==> src/rtl/ow_slot_pkg.sv <==
// Shared types for the bit slot engine.
// Assumes: operation code bit 1 set means a read slot.
package ow_slot_pkg;
    typedef enum logic [1:0] {
        OP_WR0 = 2'b00,
        OP_WR1 = 2'b01,
        OP_RD  = 2'b10,
        OP_RD2 = 2'b11
    } slot_op_e;

    typedef enum logic [1:0] {
        ST_IDLE = 2'b00,
        ST_SLOT = 2'b01,
        ST_REC  = 2'b10
    } slot_state_e;
endpackage

==> src/rtl/ow_line_sync.sv <==
// Multi-flop synchronizer for the asynchronous wire level.
// Assumes: the idle wire is high, so the flops reset to 1.
module ow_line_sync #(
    parameter int STAGES = 2
) (
    input  logic clk,
    input  logic rst_n,
    input  logic async_in,
    output logic sync_out
);
    logic [STAGES-1:0] chain_q;

    // Shift the wire level through the flop chain.
    always_ff @(posedge clk) begin
        if (!rst_n) chain_q <= '1;
        else        chain_q <= {chain_q[STAGES-2:0], async_in};
    end

    assign sync_out = chain_q[STAGES-1];
endmodule

==> src/rtl/ow_slot_timing.sv <==
// Maps the latched speed and operation to the cycle counts of one slot.
// Assumes: CLK_HZ is a whole number of MHz. SAMPLE_LAG is the extra delay
// of the synchronizer, and it is added to the sample point.
module ow_slot_timing #(
    parameter int CLK_HZ     = 125_000_000,
    parameter int SAMPLE_LAG = 2,
    parameter int CNT_W      = 16
) (
    input  logic             od,
    input  logic [1:0]       op,
    output logic [CNT_W-1:0] low_len,
    output logic [CNT_W-1:0] smp_at,
    output logic [CNT_W-1:0] slot_len,
    output logic [CNT_W-1:0] rec_len
);
    import ow_slot_pkg::*;

    localparam int CPU      = CLK_HZ / 1_000_000;
    localparam int R_SHORT  = 6 * CPU;
    localparam int R_ZERO   = 60 * CPU;
    localparam int R_SMP    = 13 * CPU;
    localparam int R_SLOT   = 65 * CPU;
    localparam int R_REC    = 5 * CPU;
    localparam int O_SHORT  = CPU;
    localparam int O_ZERO   = 8 * CPU;
    localparam int O_SMP    = (3 * CPU) / 2;
    localparam int O_SLOT   = 10 * CPU;
    localparam int O_REC    = 2 * CPU;

    // Select the phase lengths for the latched speed and operation.
    always_comb begin
        if (od) begin
            low_len  = (op == OP_WR0) ? CNT_W'(O_ZERO) : CNT_W'(O_SHORT);
            smp_at   = CNT_W'(O_SMP + SAMPLE_LAG);
            slot_len = CNT_W'(O_SLOT);
            rec_len  = CNT_W'(O_REC);
        end else begin
            low_len  = (op == OP_WR0) ? CNT_W'(R_ZERO) : CNT_W'(R_SHORT);
            smp_at   = CNT_W'(R_SMP + SAMPLE_LAG);
            slot_len = CNT_W'(R_SLOT);
            rec_len  = CNT_W'(R_REC);
        end
    end
endmodule

==> src/rtl/ow_slot_engine.sv <==
// Master bit slot engine: one write-one, write-zero or read slot per
// accepted command, then a released recovery gap and a done pulse.
// Assumes: pull_low drives an external open-drain cell; line_in is async.
module ow_slot_engine #(
    parameter int CLK_HZ      = 125_000_000,
    parameter int SYNC_STAGES = 2
) (
    input  logic       clk,
    input  logic       rst_n,
    input  logic       cmd_valid,
    output logic       cmd_ready,
    input  logic [1:0] cmd_op,
    input  logic       cmd_od,
    input  logic       line_in,
    output logic       pull_low,
    output logic       done,
    output logic       done_bit
);
    import ow_slot_pkg::*;

    localparam int REG_SLOT_CYC = 65 * (CLK_HZ / 1_000_000);
    localparam int CNT_W        = $clog2(REG_SLOT_CYC + SYNC_STAGES + 2) + 1;

    slot_state_e      state_q;
    logic [CNT_W-1:0] cnt_q;
    logic [1:0]       op_q;
    logic             spd_q;
    logic             pull_q;
    logic             done_q;
    logic             rbit_q;
    logic             line_s;
    logic [CNT_W-1:0] low_len, smp_at, slot_len, rec_len;

    ow_line_sync #(.STAGES(SYNC_STAGES)) sync_i (
        .clk      (clk),
        .rst_n    (rst_n),
        .async_in (line_in),
        .sync_out (line_s)
    );

    ow_slot_timing #(.CLK_HZ(CLK_HZ), .SAMPLE_LAG(SYNC_STAGES), .CNT_W(CNT_W)) tim_i (
        .od       (spd_q),
        .op       (op_q),
        .low_len  (low_len),
        .smp_at   (smp_at),
        .slot_len (slot_len),
        .rec_len  (rec_len)
    );

    // Sequence idle, slot and recovery phases and time each with one counter.
    always_ff @(posedge clk) begin
        if (!rst_n) begin
            state_q <= ST_IDLE;
            cnt_q   <= '0;
            op_q    <= OP_WR0;
            spd_q   <= 1'b0;
            pull_q  <= 1'b0;
            done_q  <= 1'b0;
            rbit_q  <= 1'b0;
        end else begin
            done_q <= 1'b0;
            case (state_q)
                ST_IDLE: begin
                    if (cmd_valid) begin
                        state_q <= ST_SLOT;
                        cnt_q   <= '0;
                        op_q    <= cmd_op;
                        spd_q   <= cmd_od;
                        pull_q  <= 1'b1;
                        rbit_q  <= 1'b0;
                    end
                end
                ST_SLOT: begin
                    cnt_q  <= cnt_q + 1'b1;
                    pull_q <= (cnt_q + 1'b1) < low_len;
                    if (op_q[1] && cnt_q == smp_at) rbit_q <= line_s;
                    if (cnt_q == slot_len - 1'b1) begin
                        state_q <= ST_REC;
                        cnt_q   <= '0;
                        pull_q  <= 1'b0;
                    end
                end
                ST_REC: begin
                    cnt_q <= cnt_q + 1'b1;
                    if (cnt_q == rec_len - 1'b1) begin
                        state_q <= ST_IDLE;
                        cnt_q   <= '0;
                        done_q  <= 1'b1;
                    end
                end
                default: state_q <= ST_IDLE;
            endcase
        end
    end

    assign cmd_ready = (state_q == ST_IDLE);
    assign pull_low  = pull_q;
    assign done      = done_q;
    assign done_bit  = done_q & rbit_q;


    accept_pull_chk: assert property (@(posedge clk) disable iff (!rst_n)
        (cmd_valid && cmd_ready) |=> (pull_low && !cmd_ready));

    pull_in_slot_chk: assert property (@(posedge clk) disable iff (!rst_n)
        pull_low |-> !cmd_ready);

    rec_released_chk: assert property (@(posedge clk) disable iff (!rst_n)
        (state_q == ST_REC) |-> !pull_low);

    done_pulse_chk: assert property (@(posedge clk) disable iff (!rst_n)
        done |-> (cmd_ready && !$past(cmd_ready)));

    done_single_chk: assert property (@(posedge clk) disable iff (!rst_n)
        done |=> !done);

    write_bit_zero_chk: assert property (@(posedge clk) disable iff (!rst_n)
        (done && !op_q[1]) |-> !done_bit);

    speed_hold_chk: assert property (@(posedge clk) disable iff (!rst_n)
        (!cmd_ready ##1 !cmd_ready) |-> $stable(spd_q));
endmodule

==> config.mk <==
export PLATFORM = sky130hd
export DESIGN_NAME = ow_slot_engine
export DESIGN_NICKNAME = d
export VERILOG_FILES = /design/src/rtl/ow_slot_pkg.sv /design/src/rtl/ow_line_sync.sv /design/src/rtl/ow_slot_timing.sv /design/src/rtl/ow_slot_engine.sv
export SDC_FILE = /design/constraint.sdc
export NUM_CORES = 1
export LEC_CHECK = 0
export ABC_CLOCK_PERIOD_IN_PS = 2000
export BUFFER_PORTS_ARGS = -buffer_cell sky130_fd_sc_hd__buf_4
export CORE_ASPECT_RATIO = 0.9
export CORE_UTILIZATION = 45
export DETAILED_ROUTE_END_ITERATION = 12
export MAX_ROUTING_LAYER = met4
export PLACE_DENSITY = 0.75
export SYNTH_ARGS = -nofsm -noshare
export SYNTH_HDL_FRONTEND = slang
export SYNTH_SLANG_ARGS = --single-unit
==> constraint.sdc <==
create_clock -name clk -period 2 [get_ports clk]
set_input_delay 0.1 -clock clk [delete_from_list [all_inputs] [get_ports clk]]
set_output_delay 0.1 -clock clk [all_outputs]
set_load 0.05 [all_outputs]
Word-level counts from Yosys, hierarchy flattened
Cells that the tools add are included.
{"block": "classes", "n_lt_le_gt_ge": 1, "bitwise": 1, "mux": 21, "add_sub_neg": 3, "n_reduce_logical": 11, "n_eq_ne": 9}
{"operator": "14-bit two-way mux", "n": 4}
{"operator": "14-bit equality test", "n": 3}
{"operator": "14-bit one-hot mux with 3 select lines", "n": 1}
{"operator": "14-bit by 1-bit subtractor with 14-bit output (second input constant)", "n": 2}
{"operator": "13-bit two-way mux", "n": 2}
{"operator": "10-bit two-way mux", "n": 2}
{"operator": "14-bit by 1-bit adder with 14-bit output (second input constant)", "n": 1}
{"operator": "14-bit < comparator", "n": 1}
{"operator": "11-bit two-way mux", "n": 1}
{"operator": "2-bit != test (second input constant)", "n": 4}
{"operator": "2-bit AND reduction", "n": 4}
{"operator": "2-bit two-way mux", "n": 3}
{"operator": "2-bit one-hot mux with 3 select lines", "n": 1}
{"operator": "3-bit AND reduction", "n": 2}
{"operator": "1-bit two-way mux", "n": 5}
{"operator": "2-bit logical NOT", "n": 2}
{"operator": "1-bit one-hot mux with 2 select lines", "n": 2}
{"operator": "3-bit nonzero test", "n": 1}
{"operator": "2-bit by 1-bit equality test with 1-bit output (second input constant)", "n": 1}
{"operator": "2-bit equality test (second input constant)", "n": 1}
{"operator": "2-bit nonzero test", "n": 1}
{"operator": "1-bit AND", "n": 1}
{"operator": "1-bit logical AND", "n": 1}
{"block": "totals", "register_bits": 24, "output_inout_bits": 4}

Logic depth before layout (Yosys ltp)
Gate-level depths: netlist of the first run.
{"block": "depth", "ltp_word": 6, "ltp_mapped": 14, "mapped_depth_nobuf": 12}

Modules after synthesis
From an unflattened synthesis of the first run, not the netlist that was laid out.
{"block": "hier_totals", "hier_cells": 391, "hier_area_um2": 3080.5}
{"mod": "ow_slot_engine", "cells_each": 328, "area_each_um2": 2597.5, "seq_area_each_um2": 440.4, "n_inst": 1}
{"mod": "ow_slot_timing", "cells_each": 59, "area_each_um2": 430.4, "seq_area_each_um2": 0.0, "n_inst": 1}
{"mod": "ow_line_sync", "cells_each": 4, "area_each_um2": 52.6, "seq_area_each_um2": 40.0, "n_inst": 1}

Worst setup path before layout of the first run
Ideal clock, no wire load.
{"block": "synth_timing", "path_type": "register -> register", "startpoint": "register state_q[0]", "endpoint": "register cnt_q[6]", "n_path_buf": 1, "slack_ps": -292, "t_arrival_ps": 2170, "setup_ps": 122, "stages_incl_launch_ff": 8, "synth_period_minus_slack_ps": 2292, "path_cell_list": "dfxtp_1 -> inv_1 -> ha_1 -> and2b_2 -> or2_2 -> and2_2 -> buf_4 -> a221o_1"}
{"block": "synth_between", "elab_chain_len": 3}
{"item": "start, declared", "line": "ow_slot_engine.sv:24", "text": "slot_state_e state_q;"}
{"item": "start signal, assigned", "line": "ow_slot_engine.sv:53", "text": "state_q <= ST_IDLE;"}
{"item": "start signal, assigned", "line": "ow_slot_engine.sv:65", "text": "state_q <= ST_SLOT;"}
{"item": "start signal, assigned", "line": "ow_slot_engine.sv:78", "text": "state_q <= ST_REC;"}
{"item": "2-bit logical NOT *"}
{"item": "net cmd_ready", "line": "ow_slot_engine.sv:11", "text": "output logic cmd_ready,"}
{"item": "2-bit != test (no source line) / 3-bit nonzero test (equally long branches)"}
{"item": "2-bit AND reduction (no source line)"}
{"item": "end signal, assigned", "line": "ow_slot_engine.sv:74", "text": "cnt_q <= cnt_q + 1'b1;"}
{"item": "end signal, assigned", "line": "ow_slot_engine.sv:84", "text": "cnt_q <= cnt_q + 1'b1;"}
{"item": "end, declared", "line": "ow_slot_engine.sv:25", "text": "logic [CNT_W-1:0] cnt_q;"}
The timed path passes the listed nets; every way through them passes the cells marked *.
A chain may end at the register's enable or synchronous reset.

Worst setup path in the final report of the first run
{"block": "layout_timing", "startpoint": "register cnt_q[0]", "endpoint": "register pull_q, in the netlist pull_low"}
{"block": "layout_between", "elab_chain_len": 4}
{"item": "14-bit by 1-bit adder with 14-bit output", "line": "ow_slot_engine.sv:75", "text": "pull_q <= (cnt_q + 1'b1) < low_len;"}
{"item": "14-bit < comparator", "line": "ow_slot_engine.sv:75"}
{"item": "1-bit two-way mux *", "line": "ow_slot_engine.sv:77", "text": "if (cnt_q == slot_len - 1'b1) begin"}
{"item": "1-bit one-hot mux with 2 select lines *", "line": "ow_slot_engine.sv:62", "text": "case (state_q)"}
{"item": "end signal, assigned", "line": "ow_slot_engine.sv:75"}
{"item": "end, declared", "line": "ow_slot_engine.sv:28", "text": "logic pull_q;"}
Mark *: on every way between the ends. The rest lies on a longest branch, timed or not.

==> run summary, run 1 <==
• number of buffer cells added on primary ports: 10
• final cycle utilization of the critical path: 1.03
• overall track demand over capacity in global routing: 0.230
• Final TNS setup: -0.224 ns
• Least-Margin Pin Slew: 0.405 ns
• synth-to-layout area growth: 28.9%
• remaining number of nets flagged by the antenna check after routing: 0
• Final Max Tran Viols: 0
• # rows: 21
• number of nets in the final layout: 287
• vias per cell: 5.72
• syn_area_per_cell: 8.44 sq um
• pre-CTS WS: -0.201 ns
• violated checks: setup timing
• count of pins on the block boundary: 11
• Synth Register Bits: 24
• number of clock buffers inserted by TritonCTS: 3
• gp weighted congestion: 0.967
• launching point of the worst reg2reg path: cnt_q[0]
• area of the core: 0.00386 sq mm
• Clock Pin Slew Worst Setup and Hold Paths: 0.09 ns
• critical path capture point type: flip-flop
• outcome: finished with violations
• clock sinks: 24
• startpoint of the tightest hold check path: line_in
• arrival time at the worst endpoint: 2.22 ns
• post-detailed-routing wire length: 4840 um
• power per cell area: 429 mW/mm^2
• crit path launch: cnt_q[0]
• average wire per standard cell: 15.8 um
• clock skew after layout: 0.0110 ns
• latest clock arrival within the worst-skew pair: 0.28 ns
• maximum fanout count along the critical path: 5
• tightest slew margin relative to the limit: 0.727
• root buffer selected by CTS: sky130_fd_sc_hd__clkbuf_8
• share of synthesized registers carrying an async set or reset: 0
• Final Hold Slack: 0.0137 ns
• Met3 Routed Length: 236 um
• vias in the first global route: 1,642
• fin crit period: 2.06 ns
• share of post-route cells with drive strength above 1: 0.392
• top layer in use: met4
• number of enable flip-flop cells after synthesis: 0
• RSZ-0062 raised after global routing: yes
• Seq/Total Area, Yosys: 0.255
• number of vias after detailed routing: 1,750
• drt drc: 0
• Clock H-tree levels: 1
• post-synthesis net count: 249
• post-route met1 wirelength: 2320 um
• initial antenna violation count: 0
• startpoint kind of the worst setup timing path: flip-flop
• final setup fails: 7
• Synth Flop Type: sky130_fd_sc_hd__dfxtp_1
• cell area after technology mapping: 0.00188 sq mm
• Starting DRT DRC Count: 188
• number of synthesis warnings: 0
• worst voltage drop across the vdd grid: 288 uV
• clock tree from TritonCTS: yes
• antenna cells: 0
• post-DP HPWL: 3530 um
• fmax: 486 MHz
• area enclosed by the die boundary: 0.00444 sq mm
• final number of hold-violating endpoints: 0
• worst path required time: 2.17 ns
• MaxCap Viol Count: 0
• remaining global-route overflow: 0
• critical path class: flip-flop to flip-flop
• leakage power total: 1.03 nW
• distinct cell type count after synthesis: 50
• die outline width: 70.2 um
• HP Class: input port to flip-flop
• y dimension of the die: 63.4 um
• wire length of the first global-routing pass: 7890 um
• final worst slack: -0.0581 ns
• number of standard cells after synthesis: 223
• maximum number of pins on one net before global-route repair: 17
• effective utilization at floorplan: 0.487
• maximum count of clock buffers along a single path: 2
• Detailed Routing Iterations Pass 1: 5
• amount of wire on met2 after detailed routing: 2250 um
[layout by cell type, fill, tap and decap left out, types with 3 or more instances in the layout]
master                     instances
sky130_fd_sc_hd__nand4_1           7
sky130_fd_sc_hd__a22o_1           10
sky130_fd_sc_hd__ha_1             16
sky130_fd_sc_hd__buf_4            47
sky130_fd_sc_hd__nand3_1           7
sky130_fd_sc_hd__nor3_1            3
sky130_fd_sc_hd__dfxtp_1          15
sky130_fd_sc_hd__clkbuf_8          4
sky130_fd_sc_hd__buf_6             3
sky130_fd_sc_hd__o21ai_0           5
sky130_fd_sc_hd__nor2_4            3
sky130_fd_sc_hd__nor2_2            3
sky130_fd_sc_hd__ha_4              3
sky130_fd_sc_hd__xnor2_1           6
sky130_fd_sc_hd__a221o_1           3
sky130_fd_sc_hd__nand2_1          20
sky130_fd_sc_hd__xor2_1            4
sky130_fd_sc_hd__nor2_1           14
sky130_fd_sc_hd__dfxtp_2           4
sky130_fd_sc_hd__inv_1            12
sky130_fd_sc_hd__dfxtp_4           5
sky130_fd_sc_hd__a21oi_1           7
sky130_fd_sc_hd__a21boi_0          3
[kinds of logic (layout without fill, tap and decap cells)]
group | Yosys count | in the layout | share of synthesized area
xor+xnor | 13 | 13 | 0.0605
compound gates | 46 | 46 | 0.193
fa+ha+maj | 19 | 19 | 0.126
mux | 1 | 1 | 0.00532
flops | 24 | 24 | 0.255
simple gates | 91 | 91 | 0.263
buf+inv | 29 | 66 | 0.0957
[critical path, cell delays in order, from the launching register on]
cell and delay, ns:
sky130_fd_sc_hd__dfxtp_4 0.39, sky130_fd_sc_hd__and3_4 0.19, sky130_fd_sc_hd__nand4_1 0.16, sky130_fd_sc_hd__buf_4 0.20, sky130_fd_sc_hd__xnor2_1 0.19, sky130_fd_sc_hd__ha_1 0.20
sky130_fd_sc_hd__a21oi_2 0.05, sky130_fd_sc_hd__nor2b_1 0.14, sky130_fd_sc_hd__o21ai_1 0.09, sky130_fd_sc_hd__nand2_1 0.07, sky130_fd_sc_hd__o2111ai_1 0.09, sky130_fd_sc_hd__and3_1 0.18
[what timing repair did]
action	CTS	global route
setup endpoints to repair	8	14
setup buffers	5	2
gates resized for setup	29	15
pin swaps	16	15
cloned	0	0
hold buffers	0	0
[sequential cells by signal (all words and copies together) (netlist names)]
signal	cells
done	1
sync_i.chain_q	2
rbit_q	1
cnt_q	14
op_q	2
state_q	2
pull_low	1
spd_q	1
[routing by layer]
metal,global-route usage,up-vias
met1,0.307,813
met5,-,-
met4,0.0600,0
li1,-,867
met3,0.0336,8
met2,0.364,62
[layout make-up]
| type | instances | area, sq um |
|---|---|---|
| sequential | 24 | 504 |
| fill | 311 | 1440 |
| multi-input combinational | 170 | 1380 |
| inverter | 12 | 45.0 |
| tap | 46 | 57.6 |
| clock buffer | 4 | 55.1 |
| timing repair buffer | 50 | 387 |
[final timing paths]
kind | to | slack, ns | cells after the start
worst max-delay path | pull_low | -0.06 | 11
worst min register to register | sync_i.chain_q[1] | 0.41 | 1
worst min-delay path | sync_i.chain_q[0] | 0.01 | 2
worst max register to register | pull_low | -0.06 | 11
[where the power goes]
group	switching, mW	internal (mW)	leakage [nW]	total, mW
clock network	0.166	0.176	0.0288	0.343
registers	0.0132	0.484	0.201	0.497
logic	0.115	0.0864	0.802	0.201
total	0.294	0.746	1.03	1.04
[synth_stat cells (2+ instances only)]
library cell / n / area (sq um)
sky130_fd_sc_hd__xor2_1: 5 / 43.8
sky130_fd_sc_hd__a22o_1: 10 / 87.6
sky130_fd_sc_hd__buf_4: 6 / 45.0
sky130_fd_sc_hd__dfxtp_1: 24 / 480
sky130_fd_sc_hd__a21oi_1: 8 / 40.0
sky130_fd_sc_hd__nand4b_1: 2 / 17.5
sky130_fd_sc_hd__clkbuf_1: 2 / 7.51
sky130_fd_sc_hd__a221o_1: 3 / 30.0
sky130_fd_sc_hd__inv_1: 12 / 45.0
sky130_fd_sc_hd__buf_6: 6 / 67.6
sky130_fd_sc_hd__and2_1: 2 / 12.5
sky130_fd_sc_hd__nor2b_1: 2 / 12.5
sky130_fd_sc_hd__o2111ai_1: 2 / 17.5
sky130_fd_sc_hd__o221a_2: 2 / 22.5
sky130_fd_sc_hd__nand4_1: 7 / 43.8
sky130_fd_sc_hd__nor2_1: 19 / 71.3
sky130_fd_sc_hd__ha_1: 19 / 238
sky130_fd_sc_hd__nor3_1: 5 / 25.0
sky130_fd_sc_hd__a21boi_0: 4 / 30.0
sky130_fd_sc_hd__nand3_1: 9 / 45.0
sky130_fd_sc_hd__xnor2_1: 8 / 70.1
sky130_fd_sc_hd__nand2b_1: 2 / 12.5
sky130_fd_sc_hd__buf_2: 3 / 15.0
sky130_fd_sc_hd__nand2_1: 22 / 82.6
sky130_fd_sc_hd__o21ai_0: 8 / 40.0
sky130_fd_sc_hd__a21o_1: 2 / 15.0
sky130_fd_sc_hd__nor4_1: 2 / 12.5
sky130_fd_sc_hd__and3_1: 4 / 25.0
sky130_fd_sc_hd__or2_2: 2 / 12.5
[through the flow]
step                power, mW  std cells   util  instance area, sq um
detailed placement      0.699        295  0.558                  2150
CTS                      1.03        304  0.609                  2350
floorplan               0.647        223      -                  1930
global route             1.09        306  0.628                  2430
finish                   1.04        306  0.628                  2430
global placement        0.694        295  0.558                  2150
(Power assumes the default switching activity.)
==> inputs of run 2 (changes only) <==
CELL_PAD_IN_SITES_DETAIL_PLACEMENT = 1   (was not set)
CELL_PAD_IN_SITES_GLOBAL_PLACEMENT = 2   (was not set)
CORE_MARGIN = 2   (was not set)
CORE_UTILIZATION = 34   (was 45)
PLACE_DENSITY = 0.87   (was 0.75)
==> run summary, run 2 (synthesis results as in run 1) <==
• latest clock arrival within the worst-skew pair: 0.28 ns
• average wire per standard cell: 17.6 um
• final cycle utilization of the critical path: 1.06
• y dimension of the die: 74.6 um
• post-detailed-routing wire length: 5950 um
• critical path class: flip-flop to flip-flop
• number of buffer cells added on primary ports: 10
• overall track demand over capacity in global routing: 0.211
• remaining global-route overflow: 0
• maximum fanout count along the critical path: 8
• Least-Margin Pin Slew: 0.366 ns
• Clock Pin Slew Worst Setup and Hold Paths: 0.10 ns
• wire length of the first global-routing pass: 9310 um
• area enclosed by the die boundary: 0.00615 sq mm
• antenna cells: 0
• vias per cell: 5.28
• fmax: 471 MHz
• gp weighted congestion: 0.868
• clock sinks: 24
• synth-to-layout area growth: 33.4%
• count of pins on the block boundary: 11
• Detailed Routing Iterations Pass 1: 6
• post-route total power: 1.08 mW
• Final Max Tran Viols: 0
• die outline width: 82.4 um
• number of clock buffers inserted by TritonCTS: 3
• Final TNS setup: -0.603 ns
• MaxCap Viol Count: 0
• worst path required time: 2.17 ns
• power per cell area: 429 mW/mm^2
• most frequent standard cell in the layout excluding fill and tap cells: sky130_fd_sc_hd__buf_4
• met2 usage: 0.352
• final core utilization: 0.475
• startpoint kind of the worst setup timing path: flip-flop
• share of post-route cells with drive strength above 1: 0.396
• number of nets in the final layout: 297
• # rows: 25
• tightest slew margin relative to the limit: 0.755
• M3 GR Usage: 0.0425
• commonest cells after routing, fill and taps aside: sky130_fd_sc_hd__buf_4 (53), sky130_fd_sc_hd__nand2_1 (20), sky130_fd_sc_hd__ha_1 (17), sky130_fd_sc_hd__dfxtp_1 (16)
• vias in the first global route: 1,868
• Clock H-tree levels: 1
• root buffer selected by CTS: sky130_fd_sc_hd__clkbuf_8
• register-to-register setup slack: -0.12 ns
• RSZ-0062 raised after global routing: yes
• placed cell areas: 0.00226 sq mm
• number of vias after detailed routing: 1,781
• final setup fails: 9
• leakage power total: 1.09 nW
• drt drc: 0
• area of the core: 0.00529 sq mm
• HP Class: input port to flip-flop
• final number of hold-violating endpoints: 0
• Largest register FFs: 14
• arrival time at the worst endpoint: 2.29 ns
• worst voltage drop across the vdd grid: 242 uV
• register containing the most flip-flops in the final layout: cnt_q
• effective utilization at floorplan: 0.356
• maximum number of pins on one net before global-route repair: 17
• maximum count of clock buffers along a single path: 2
• post-DP HPWL: 4320 um
• final worst slack: -0.122 ns
• initial antenna violation count: 0
• remaining number of nets flagged by the antenna check after routing: 0
• critical path capture point type: flip-flop
• met1 Resource Use GR: 0.255
• grt peak-use layer: met2
• cell area after layout: 0.00251 sq mm
• outcome: finished with violations
• fin crit period: 2.12 ns
• clock skew after layout: 0.00434 ns
• clock tree from TritonCTS: yes
• Starting DRT DRC Count: 39
• violated checks: setup timing
==> run 2: layout make-up <==
| type | instances | area, sq um |
|---|---|---|
| fill | 620 | 2780 |
| multi-input combinational | 170 | 1350 |
| inverter | 12 | 45.0 |
| timing repair buffer | 60 | 475 |
| clock buffer | 4 | 55.1 |
| tap | 67 | 83.8 |
| sequential | 24 | 498 |
==> run 2: per-stage QoR <==
stage / hold slack, ns / cells / setup slack [ns]
detailed placement: 0.287 / 327 / -0.186
finish: 0.0788 / 337 / -0.122
floorplan: 0.201 / 223 / -0.0895
CTS: 0.0736 / 334 / -0.119
global route: 0.0889 / 337 / -0.195
global placement: 0.286 / 327 / -0.127
==> run 2: path summary, 6_finish.rpt <==
check,start,end,cells past startpoint
hold / removal,cmd_op[0],op_q[0],3
setup / recovery,spd_q,cnt_q[6],7
hold reg to reg,sync_i.chain_q[0],sync_i.chain_q[1],1
setup reg to reg,spd_q,cnt_q[6],7
==> run 2: layer usage <==
metal  vias up  routed length [um]
met5         -                   0
met4         0                  82
met3         8                 156
met2        27                2960
met1       860                2750
li1        886                   -
==> run 2: power by group <==
part | internal, mW | leakage (nW) | total [mW] | switching [mW]
combinational | 0.0963 | 0.864 | 0.220 | 0.124
sequential | 0.486 | 0.200 | 0.499 | 0.0125
clock | 0.177 | 0.0288 | 0.358 | 0.181
total | 0.759 | 1.09 | 1.08 | 0.317
==> run 2: what timing repair did <==
action                     in CTS  in global routing
hold endpoints to repair        1                  0
setup buffers                   2                  3
gates resized for setup        20                 24
pin swaps                       3                 14
hold buffers                    1                  0
setup endpoints to repair      16                 17
==> run 2: worst max-delay path, cell delays in order (launching register included) <==
cell and delay [ns]:
sky130_fd_sc_hd__dfxtp_4 0.40, sky130_fd_sc_hd__and4b_1 0.28, sky130_fd_sc_hd__a21oi_2 0.05, sky130_fd_sc_hd__or4_4 0.55
sky130_fd_sc_hd__a22oi_4 0.23, sky130_fd_sc_hd__buf_6 0.17, sky130_fd_sc_hd__nor2_2 0.05, sky130_fd_sc_hd__a221o_1 0.26
